File: src/rtl/rst_seq_pkg.sv
package rst_seq_pkg;

   // Shortest synchronizer chain accepted for the request input.
   localparam int unsigned MIN_SYNC_STAGES = 2;

   // True when value v can be held in an unsigned counter of w bits.
   function automatic bit fits_width(input longint unsigned v, input int unsigned w);
      return (v < (64'd1 << w));
   endfunction

   // True when a stage count is legal: at least one cycle, within the counter.
   function automatic bit stage_count_ok(input longint unsigned v, input int unsigned w);
      return (v >= 1) && fits_width(v - 1, w);
   endfunction

endpackage

File: src/rtl/rst_seq_sync.sv
module rst_seq_sync #(
   parameter int unsigned SYNC_STAGES = 2
) (
   input  logic clk,
   input  logic req_async,
   output logic req_sync
);
   import rst_seq_pkg::*;

   if (SYNC_STAGES < MIN_SYNC_STAGES) begin : g_bad_depth
      $error("rst_seq_sync: SYNC_STAGES below minimum");
   end

   // Every flop powers up asserted, so the request reads high until the
   // chain has flushed a low level through.
   logic [SYNC_STAGES-1:0] chain_q = '1;

   for (genvar g = 0; g < SYNC_STAGES; g++) begin : g_flop
      if (g == 0) begin : g_first
         always_ff @(posedge clk) chain_q[0] <= req_async;
      end else begin : g_next
         always_ff @(posedge clk) chain_q[g] <= chain_q[g-1];
      end
   end

   assign req_sync = chain_q[SYNC_STAGES-1];

endmodule

File: src/rtl/rst_seq_stage.sv
module rst_seq_stage #(
   parameter int unsigned     CNT_W = 16,
   parameter longint unsigned DELAY = 16
) (
   input  logic clk,
   input  logic clr_i,    // synchronized request: clear and hold in reset
   input  logic en_i,     // previous stage released (or request low for stage 0)
   output logic rst_o
);
   import rst_seq_pkg::*;

   if (!stage_count_ok(DELAY, CNT_W)) begin : g_bad_delay
      $error("rst_seq_stage: DELAY must be >= 1 and fit in CNT_W bits");
   end

   localparam logic [CNT_W-1:0] LAST = CNT_W'(DELAY - 1);

   logic [CNT_W-1:0] cnt_q = '0;
   logic             rst_q = 1'b1;
   logic             hit;
   logic             armed_q = 1'b0;

   always_comb begin
      hit = en_i && rst_q && (cnt_q == LAST);
   end

   always_ff @(posedge clk) begin
      armed_q <= 1'b1;
      if (clr_i) begin
         cnt_q <= '0;
         rst_q <= 1'b1;
      end else if (en_i && rst_q) begin
         cnt_q <= hit ? cnt_q : cnt_q + 1'b1;   // saturate at the terminal count
         rst_q <= !hit;
      end
   end

   assign rst_o = rst_q;

   AST_CNT_IN_RANGE: assert property (@(posedge clk) disable iff (!armed_q)
      cnt_q <= LAST);
   AST_RELEASE_NEEDS_PREV: assert property (@(posedge clk) disable iff (!armed_q)
      $fell(rst_q) |-> $past(en_i));
   AST_STAYS_RELEASED: assert property (@(posedge clk) disable iff (!armed_q)
      (!rst_q && !clr_i) |=> !rst_q);

endmodule

File: src/rtl/rst_stage_sequencer.sv
module rst_stage_sequencer #(
   parameter int unsigned NUM_STAGES  = 3,
   parameter int unsigned SYNC_STAGES = 2,
   parameter int unsigned CNT_W       = 16,
   // Field i (bits i*CNT_W upward) is the hold count of stage i.
   parameter logic [NUM_STAGES*CNT_W-1:0] STAGE_CYCLES = {16'd48, 16'd32, 16'd20000}
) (
   input  logic                  clk,
   input  logic                  rst_req_async,
   output logic [NUM_STAGES-1:0] rst_out
);

   if (NUM_STAGES < 1) begin : g_bad_stages
      $error("rst_stage_sequencer: NUM_STAGES must be at least 1");
   end

   logic req_sync;
   logic armed_q = 1'b0;

   always_ff @(posedge clk) armed_q <= 1'b1;

   rst_seq_sync #(
      .SYNC_STAGES (SYNC_STAGES)
   ) u_sync (
      .clk       (clk),
      .req_async (rst_req_async),
      .req_sync  (req_sync)
   );

   for (genvar i = 0; i < NUM_STAGES; i++) begin : g_stage
      logic stage_en;

      if (i == 0) begin : g_head
         assign stage_en = !req_sync;
      end else begin : g_chain
         assign stage_en = !rst_out[i-1];
      end

      rst_seq_stage #(
         .CNT_W (CNT_W),
         .DELAY (longint'(STAGE_CYCLES[i*CNT_W +: CNT_W]))
      ) u_stage (
         .clk   (clk),
         .clr_i (req_sync),
         .en_i  (stage_en),
         .rst_o (rst_out[i])
      );

      if (i > 0) begin : g_order_chk
         AST_RELEASE_ORDER: assert property (@(posedge clk) disable iff (!armed_q)
            !rst_out[i] |-> !rst_out[i-1]);
      end
   end

   AST_REQUEST_CLEARS_ALL: assert property (@(posedge clk) disable iff (!armed_q)
      req_sync |=> (rst_out == '1));

endmodule

File: config.mk
export PLATFORM = sky130hd
export DESIGN_NAME = rst_stage_sequencer
export DESIGN_NICKNAME = d
export VERILOG_FILES = /design/src/rtl/rst_seq_pkg.sv /design/src/rtl/rst_seq_sync.sv /design/src/rtl/rst_seq_stage.sv /design/src/rtl/rst_stage_sequencer.sv
export SDC_FILE = /design/constraint.sdc
export NUM_CORES = 1
export LEC_CHECK = 0
export ABC_AREA = 1
export BUFFER_PORTS_ARGS = -buffer_cell sky130_fd_sc_hd__buf_2
export CELL_PAD_IN_SITES_DETAIL_PLACEMENT = 2
export CELL_PAD_IN_SITES_GLOBAL_PLACEMENT = 2
export CORE_MARGIN = 2
export CORE_UTILIZATION = 30
export DETAILED_ROUTE_END_ITERATION = 10
export HOLD_SLACK_MARGIN = 0.06
export PLACE_DENSITY = 0.7
export SLEW_MARGIN = 20
export SYNTH_ARGS = -nofsm -noshare
export SYNTH_HDL_FRONTEND = slang
export SYNTH_SLANG_ARGS = --single-unit
File: constraint.sdc
create_clock -name clk -period 3.59 [get_ports clk]
set_input_delay 0.359 -clock clk [delete_from_list [all_inputs] [get_ports clk]]
set_output_delay 0.359 -clock clk [all_outputs]
set_load 0.02 [all_outputs]
==> summary.md, run 1 <==
| Metric | Value |
|---|---|
| Maximum clock path buffer count | 2 |
| Sort of element at the start of the critical path | flip-flop |
| Routed length on met1 | around 4500 um |
| Multi-input logic area | roughly 1800 um^2 |
| WL/cell | between 10 and 15 um |
| Post-synthesis sequential area ratio | around 33% |
| Path type of the worst min-delay path | input pin to flip-flop |
| Fmax | just under 500 MHz |
| Number of failing hold endpoints at the final stage | 0 |
| Initial Utilization | 31.1% |
| Nets@finish | 524 |
| Cell Pwr Density | around 320 nW/um^2 |
| Total setup violations reported at the end of the flow | 0 |
| VDD IR max | about 0.00015 V |
| Final TNS setup | 0 ns |
| Number of cells produced by synthesis | between 500 and 600 |
| Mapped Area | around 3200 um^2 |
| Number of filler instances in the final layout | between 1000 and 1500 |
| Input/output buffers | 4 |
| Clock-pin transition on the worst setup and hold timing paths | between 0.1 and 0.15 ns |
| Worst slew slack as a fraction of its limit | a little under a third |
| Setup repair after global routing missed its margin | false |
| Global-route wire length before repair | around 16000 um |
| Required time of the critical path | about 3.8 ns |
| Dominant register cell in the synthesized netlist | dfxtp_1 |
| Top cells by area, synth | dfxtp_1, nand2_1, nor2_1 |
| GPL Wtd Cong | approximately 0.77 |
| CTS H-tree depth | 2 |
| Area growth, synth to finish | 5.63% |
| Mean instance size in the synthesized netlist | a little over 6 um^2 |
| Uppermost routed layer | met4 |
| Number of top-level pins | 5 |
| ANT nets after route | 0 |
| Via count | approximately 3200 |
| Worst Max-Slew Pin Slew | roughly 1.0 ns |
| Root buffer cell | clkbuf_8 |
| Maximum number of pins on one net before global-route repair | 26 |
| Kind of critical path | flip-flop to flip-flop |
| Global Route Usage Sum | roughly 17% |
| Layout cell share with drive strength beyond 1 | around 6.9% |
| Count of synthesis-stage warnings from yosys | 0 |
| Count of hold-fix buffers inserted at cts | 0 |
| # DRC | 0 |
| CP max FO | 12 |
| Postcts setup bufs | 0 |
| Met3 wire length | 118 um |
| Detailed router's first-iteration violation count | between 80 and 90 |
| Critical path arrival | between 2 and 2.5 ns |
| Final setup margin | about 1.6 ns |
| Register bit total from synthesis | 53 |
| Vias in the first global route | between 3000 and 4000 |
| TritonRoute pass-1 iters | 4 |
| Post-route clock skew | between 0.01 and 0.015 ns |
| Antenna violations before repair | 0 |
| Number of cells upsized or downsized after cts | 0 |
| Max-slew violation total from the final report | 0 |
| Placeable core region | roughly 10000 um^2 |
| Area leader, netlist | dfxtp_1 |
| Average vias per placed instance | about 4.9 |
| TritonCTS clock tree | yes |
| Die span in x | between 100 and 150 um |
| Synthesized netlist net count | 527 |
| Share of Yosys cell area claimed by the top area cell type | ~33% |
| Leakage power summed over all cells | between 0.001 and 0.0015 uW |
| Number of maximum-capacitance constraint violations | 0 |
| Die outline height | 108 um |
| Synth unique cells | 29 |
| Source-to-sink clock delay at the later pin of the worst-skew pair | approximately 0.32 ns |
| CTS buffer count | 5 |
| Final critical path time including I/O delays and setup | about 2.0 ns |
| Post-synthesis async set-or-reset flop share | 0% |
| Clock Sinks | 53 |
| Outcome | finished, final reports clean |
| Pre-CTS setup slack | approximately 1.6 ns |
| Cell Rows | 37 |
| Total overflow reported by the global router | 0 |
| Antenna cells | 0 |
| Post-DP HPWL | around 7100 um |
| Total wire length after detailed routing | between 9000 and 10000 um |
| Post-route clock period utilization | between 50% and 60% |
| Number of enable-type register cells in the synthesized netlist | 0 |
| Routed met2 length | 4670 um |
| Sort of element at the end of the critical path | flip-flop |
| Area occupied by registers | between 1000 and 1500 um^2 |
| Area of the die | 11700 um^2 |
-- metal layers --
metal / up-vias / track usage (%)
li1: 1604 / -
met1: 1553 / 22.1
met2: 16 / 31.6
met3: 6 / 2.35
met4: 0 / 3.30
met5: - / 0
-- area by class of cell --
type                            count  share of cell area [%]
Multi-Input combinational cell    390                    53.2
Sequential cell                    53                    31.0
Inverter                           64                    7.01
Tap cell                          136                    4.97
Clock buffer                        5                    2.01
Clock inverter                      2                    1.02
Timing Repair Buffer                5                   0.804
-- layout by cell type, fill, tap and decap left out, types with 4 or more instances in the layout --
cell      count
nand2_1     157
nand3_1      40
inv_2         5
nand4_1      17
o21bai_1      5
o21ai_0       6
a21oi_1      27
buf_2         4
inv_1        59
xnor2_1       6
dfxtp_1      53
nor2_1       93
clkbuf_8      5
nor2_2        7
xor2_1       11
nand2_2       4
-- worst paths after layout --
kind	startpoint	to	slack, ns	cells after the start
min	rst_req_async	u_sync.chain_q[0]	0.15	1
max reg2reg	g_stage[2].u_stage.cnt_q[0]	g_stage[2].u_stage.cnt_q[6]	1.55	8
min reg2reg	u_sync.chain_q[0]	u_sync.req_sync	0.34	0
max	g_stage[2].u_stage.cnt_q[0]	g_stage[2].u_stage.cnt_q[6]	1.55	8
-- worst max-delay path, stage by stage (launching register included) --
cell and delay (ns):
dfxtp_1 0.34, ha_1 0.23, nand2_1 0.13, inv_2 0.05
nand2_1 0.07, nor2_2 0.05, a21oi_1 0.81, nand2_1 0.13
a21oi_1 0.17
-- cell families (layout without fill, tap and decap cells) --
family                   count (synthesis)  in the layout  synth area share [%]
XOR/XNOR                                17             17                  4.59
AND/OR/NAND/NOR                        328            328                  43.2
buffers and inverters                   79             76                  11.1
flip-flops                              53             53                  32.7
adder cells (fa/ha/maj)                  3              3                  1.16
AO/OA/AOI/OAI                           42             42                  7.29
-- power by group --
part,switching [uW],internal [uW]
clock network,211,203
registers,12.2,598
logic,55.6,19.6
total,279,821
-- per-stage QoR --
stage                     area, um^2  cells  hold slack [ns]  total power, uW  utilization [%]
after floorplan                 3240    522            0.310              687                -
after global placement          3320    648            0.318              697             31.9
after detailed placement        3320    648            0.323              701             31.9
after CTS                       3430    655            0.136             1120             32.9
after global routing            3430    655            0.135             1160             32.9
final                           3430    655            0.150             1100             32.9
-- sequential cells by signal, indices dropped and copies added (netlist names) --
| register | flops |
|---|---|
| g_stage.u_stage.cnt_q | 48 |
| g_stage.u_stage.rst_o | 3 |
| u_sync.chain_q | 1 |
| u_sync.req_sync | 1 |
-- synthesized netlist by cell type (2+ instances only) --
master / instances
a21oi_1: 27
a21oi_2: 3
and2_1: 3
buf_2: 4
buf_4: 3
buf_6: 4
clkbuf_1: 2
dfxtp_1: 53
ha_1: 3
inv_1: 59
inv_2: 5
nand2_1: 157
nand2_2: 4
nand2_4: 3
nand3_1: 40
nand4_1: 17
nor2_1: 93
nor2_2: 7
o21ai_0: 6
o21bai_1: 5
xnor2_1: 6
xor2_1: 11
Note: power is estimated with default switching activity, not from simulation.
==> run 2: changes to the inputs <==
==> constraint.sdc (replaced) <==
create_clock -name clk -period 2.1 [get_ports clk]
set_input_delay 0.21 -clock clk [delete_from_list [all_inputs] [get_ports clk]]
set_output_delay 0.21 -clock clk [all_outputs]
set_load 0.02 [all_outputs]
==> run 2 against run 1 <==
  * Global-route usage fell by 0.17 points
  * Combinational power up 85%
  * Sequential power increased by 70%
==> summary.md, run 2 (same netlist as run 1, synthesis figures left out) <==
| Metric | Value |
|---|---|
| Outcome | finished, final reports clean |
| Postcts setup bufs | 0 (unchanged) |
| Input/output buffers | 4 (unchanged) |
| Psw | 497 uW (+78%) |
| Total wire length after detailed routing | 9450 um (+0.85%) |
| Die outline height | 108 um (unchanged) |
| Number of top-level pins | 5 (unchanged) |
| CP max FO | 14 (+2) |
| Final critical path time including I/O delays and setup | 1.76 ns (-0.278 ns) |
| Endpoint of the worst hold path | u_sync.req_sync |
| VDD IR max | 0.000275 V (+82%) |
| Path type of the worst min-delay path | flip-flop to flip-flop |
| Area of the die | 11700 um^2 (unchanged) |
| Largest reg by FF count | g_stage.u_stage.cnt_q |
| Average vias per placed instance | 4.85 (-0.10%) |
| Pre-CTS setup slack | 0.326 ns (-1.25 ns) |
| Cell Rows | 37 (unchanged) |
| Worst Max-Slew Pin Slew | 0.453 ns (-0.580 ns) |
| Detailed router's first-iteration violation count | 48 (-44%) |
| Number of maximum-capacitance constraint violations | 0 (unchanged) |
| Via count | 3200 (+0.66%) |
| Antenna violations before repair | 0 (unchanged) |
| Critical path arrival | 1.95 ns (-0.34 ns) |
| # DRC | 0 (unchanged) |
| Top Family by Delay on Critical Path | simple AND/OR/NAND/NOR gates |
| Cell Chain, Critical Path | ha_1 > nand3_1 > nor2_1 > nand2_2 > nand2_4 > inv_1 > nand2_1 > a21oi_1 |
| ANT nets after route | 0 (unchanged) |
| Path depth of the worst reg2reg path | 8 (unchanged) |
| Number of cells on the worst hold path | 0 (-1) |
| Part of the power in combinational logic | 7.7% (+0.9 points) |
| Leakage power summed over all cells | 0.00129 uW (+1.1%) |
| Setup repair after global routing missed its margin | false |
| Crit path max-delay cell type | dfxtp_1 |
| Number of cells upsized or downsized after cts | 0 (unchanged) |
| Global-route wire length before repair | 16200 um (-0.47%) |
| GPL Wtd Cong | 0.791 (+3.1%) |
| TritonCTS clock tree | yes |
| Max-slew violation total from the final report | 0 (unchanged) |
| Most common cell after layout, fill and taps aside | nand2_1 |
| Nets@finish | 528 (+0.76%) |
| Highest-count cells in the layout ignoring fill and taps | nand2_1, nor2_1, inv_1 |
| Number of flip-flops under the largest register name | 48 (unchanged) |
| Post-DP HPWL | 7360 um (+3.0%) |
| Int Pwr | 1310 uW (+59%) |
| Fraction of power consumed by the clock network | 34.7% (-3.0 points) |
| Maximum number of pins on one net before global-route repair | 35 (+35%) |
| Source-to-sink clock delay at the later pin of the worst-skew pair | 0.32 ns (about the same) |
| Buffers and inverters on the worst path | 1 (unchanged) |
| CTS buffer count | 5 (unchanged) |
| Clock Sinks | 53 (unchanged) |
| Post-route clock skew | 0.0196 ns (+0.00574 ns) |
| Clock-pin transition on the worst setup and hold timing paths | 0.12 ns (about the same) |
| Initial Utilization | 31.1% (unchanged) |
| Launch instance of the worst min-delay path | u_sync.chain_q[0] |
| Critical register-to-register path endpoint | g_stage[1].u_stage.cnt_q[14] |
| Launch instance of the worst register-to-register path | g_stage[1].u_stage.cnt_q[0] |
| Fmax | 568 MHz (+16%) |
| Global Route Usage Sum | 17.2% (-0.17 points) |
| Layout cell share with drive strength beyond 1 | 7.63% (+0.70 points) |
| Net switching fraction of the power | 27.5% (+2.2 points) |
| WL/cell | 14.3 um (about the same) |
| Placeable core region | 10400 um^2 (unchanged) |
| Vias in the first global route | 3356 (-0.060%) |
| Sort of element at the end of the critical path | flip-flop |
| Register-to-Register Setup Slack | 0.34 ns (-1.21 ns) |
| Antenna cells | 0 (unchanged) |
| Post-route clock period utilization | 83.9% (+27 points) |
| Final setup margin | 0.339 ns (-1.21 ns) |
| Sequential group share of total power | 57.6% (+2.1 points) |
| Root buffer cell | clkbuf_8 |
| Total overflow reported by the global router | 0 (unchanged) |
| Sort of element at the start of the critical path | flip-flop |
| Count of hold-fix buffers inserted at cts | 1 (+1) |
| Die span in x | 108 um (unchanged) |
| TritonRoute pass-1 iters | 4 (unchanged) |
| Total setup violations reported at the end of the flow | 0 (unchanged) |
| Worst slew slack as a fraction of its limit | 69.8% (+39 points) |
| Final TNS setup | 0 ns (unchanged) |
| Required time of the critical path | 2.29 ns (-1.55 ns) |
| Final core utilization | 33.1% (+0.23 points) |
| Maximum clock path buffer count | 2 (unchanged) |
| Area growth, synth to finish | 6.37% |
| CTS H-tree depth | 2 (unchanged) |
| Slowest cell delay on critical path | 0.38 ns (-0.43 ns) |
| Number of failing hold endpoints at the final stage | 0 (unchanged) |
| Cell Pwr Density | 523 nW/um^2 (+63%) |
| Kind of critical path | flip-flop to flip-flop |
run 2: changes by cell type in the layout (fill, tap and decap cells not counted), sizes merged:
| cell | delta |
|---|---|
| inv | +1 |
| bufinv | -1 |
| buf | +3 |
| clkinv | +1 |
| dlygate4sd3 | +1 |
run 2: power groups by stage:
stage / registers, uW / clock network [uW] / logic (uW)
after CTS: 1040 / 670 / 145
after floorplan: 1060 / 0 / 118
after detailed placement: 1060 / 0 / 143
after global placement: 1060 / 0 / 135
after global routing: 1040 / 707 / 158
final: 1040 / 625 / 139
run 2: layer usage:
metal | vias to the layer above | GRT usage, % | part of all wire (%)
met5 | - | 0 | 0
met1 | 1558 | 22.3 | 50
met3 | 7 | 2.23 | 1.4
li1 | 1622 | - | -
met2 | 13 | 30.8 | 48
met4 | 0 | 3.48 | 0.80
run 2: stage by stage:
stage                     power (uW)  hold WS (ns)  cell area (um^2)  std cells
after floorplan                 1170         0.238              3240        522
after global placement          1200         0.314              3340        651
after detailed placement        1210         0.315              3340        651
after CTS                       1860         0.342              3450        660
after global routing            1910         0.354              3450        660
final                           1800         0.342              3450        660
run 2: area by class of cell:
cell class,count,area [um^2]
inverters,64,240
clock inverters,3,26.3
clock buffers,5,68.8
fillers,1354,6970
multi-input cells,390,1820
flip-flops and latches,53,1060
repair buffers,9,60.1
well taps,136,170
run 2: how the worst max path moves through the flow:
stage	start	to	cells after the start
CTS	g_stage[1].u_stage.cnt_q[0]	g_stage[1].u_stage.cnt_q[14]	8
detailed placement	g_stage[1].u_stage.cnt_q[0]	g_stage[1].u_stage.cnt_q[14]	8
finish	g_stage[1].u_stage.cnt_q[0]	g_stage[1].u_stage.cnt_q[14]	8
global placement	g_stage[1].u_stage.cnt_q[0]	g_stage[1].u_stage.cnt_q[14]	8
floorplan	g_stage[0].u_stage.cnt_q[0]	g_stage[0].u_stage.cnt_q[11]	8
global route	g_stage[1].u_stage.cnt_q[1]	g_stage[1].u_stage.cnt_q[7]	8
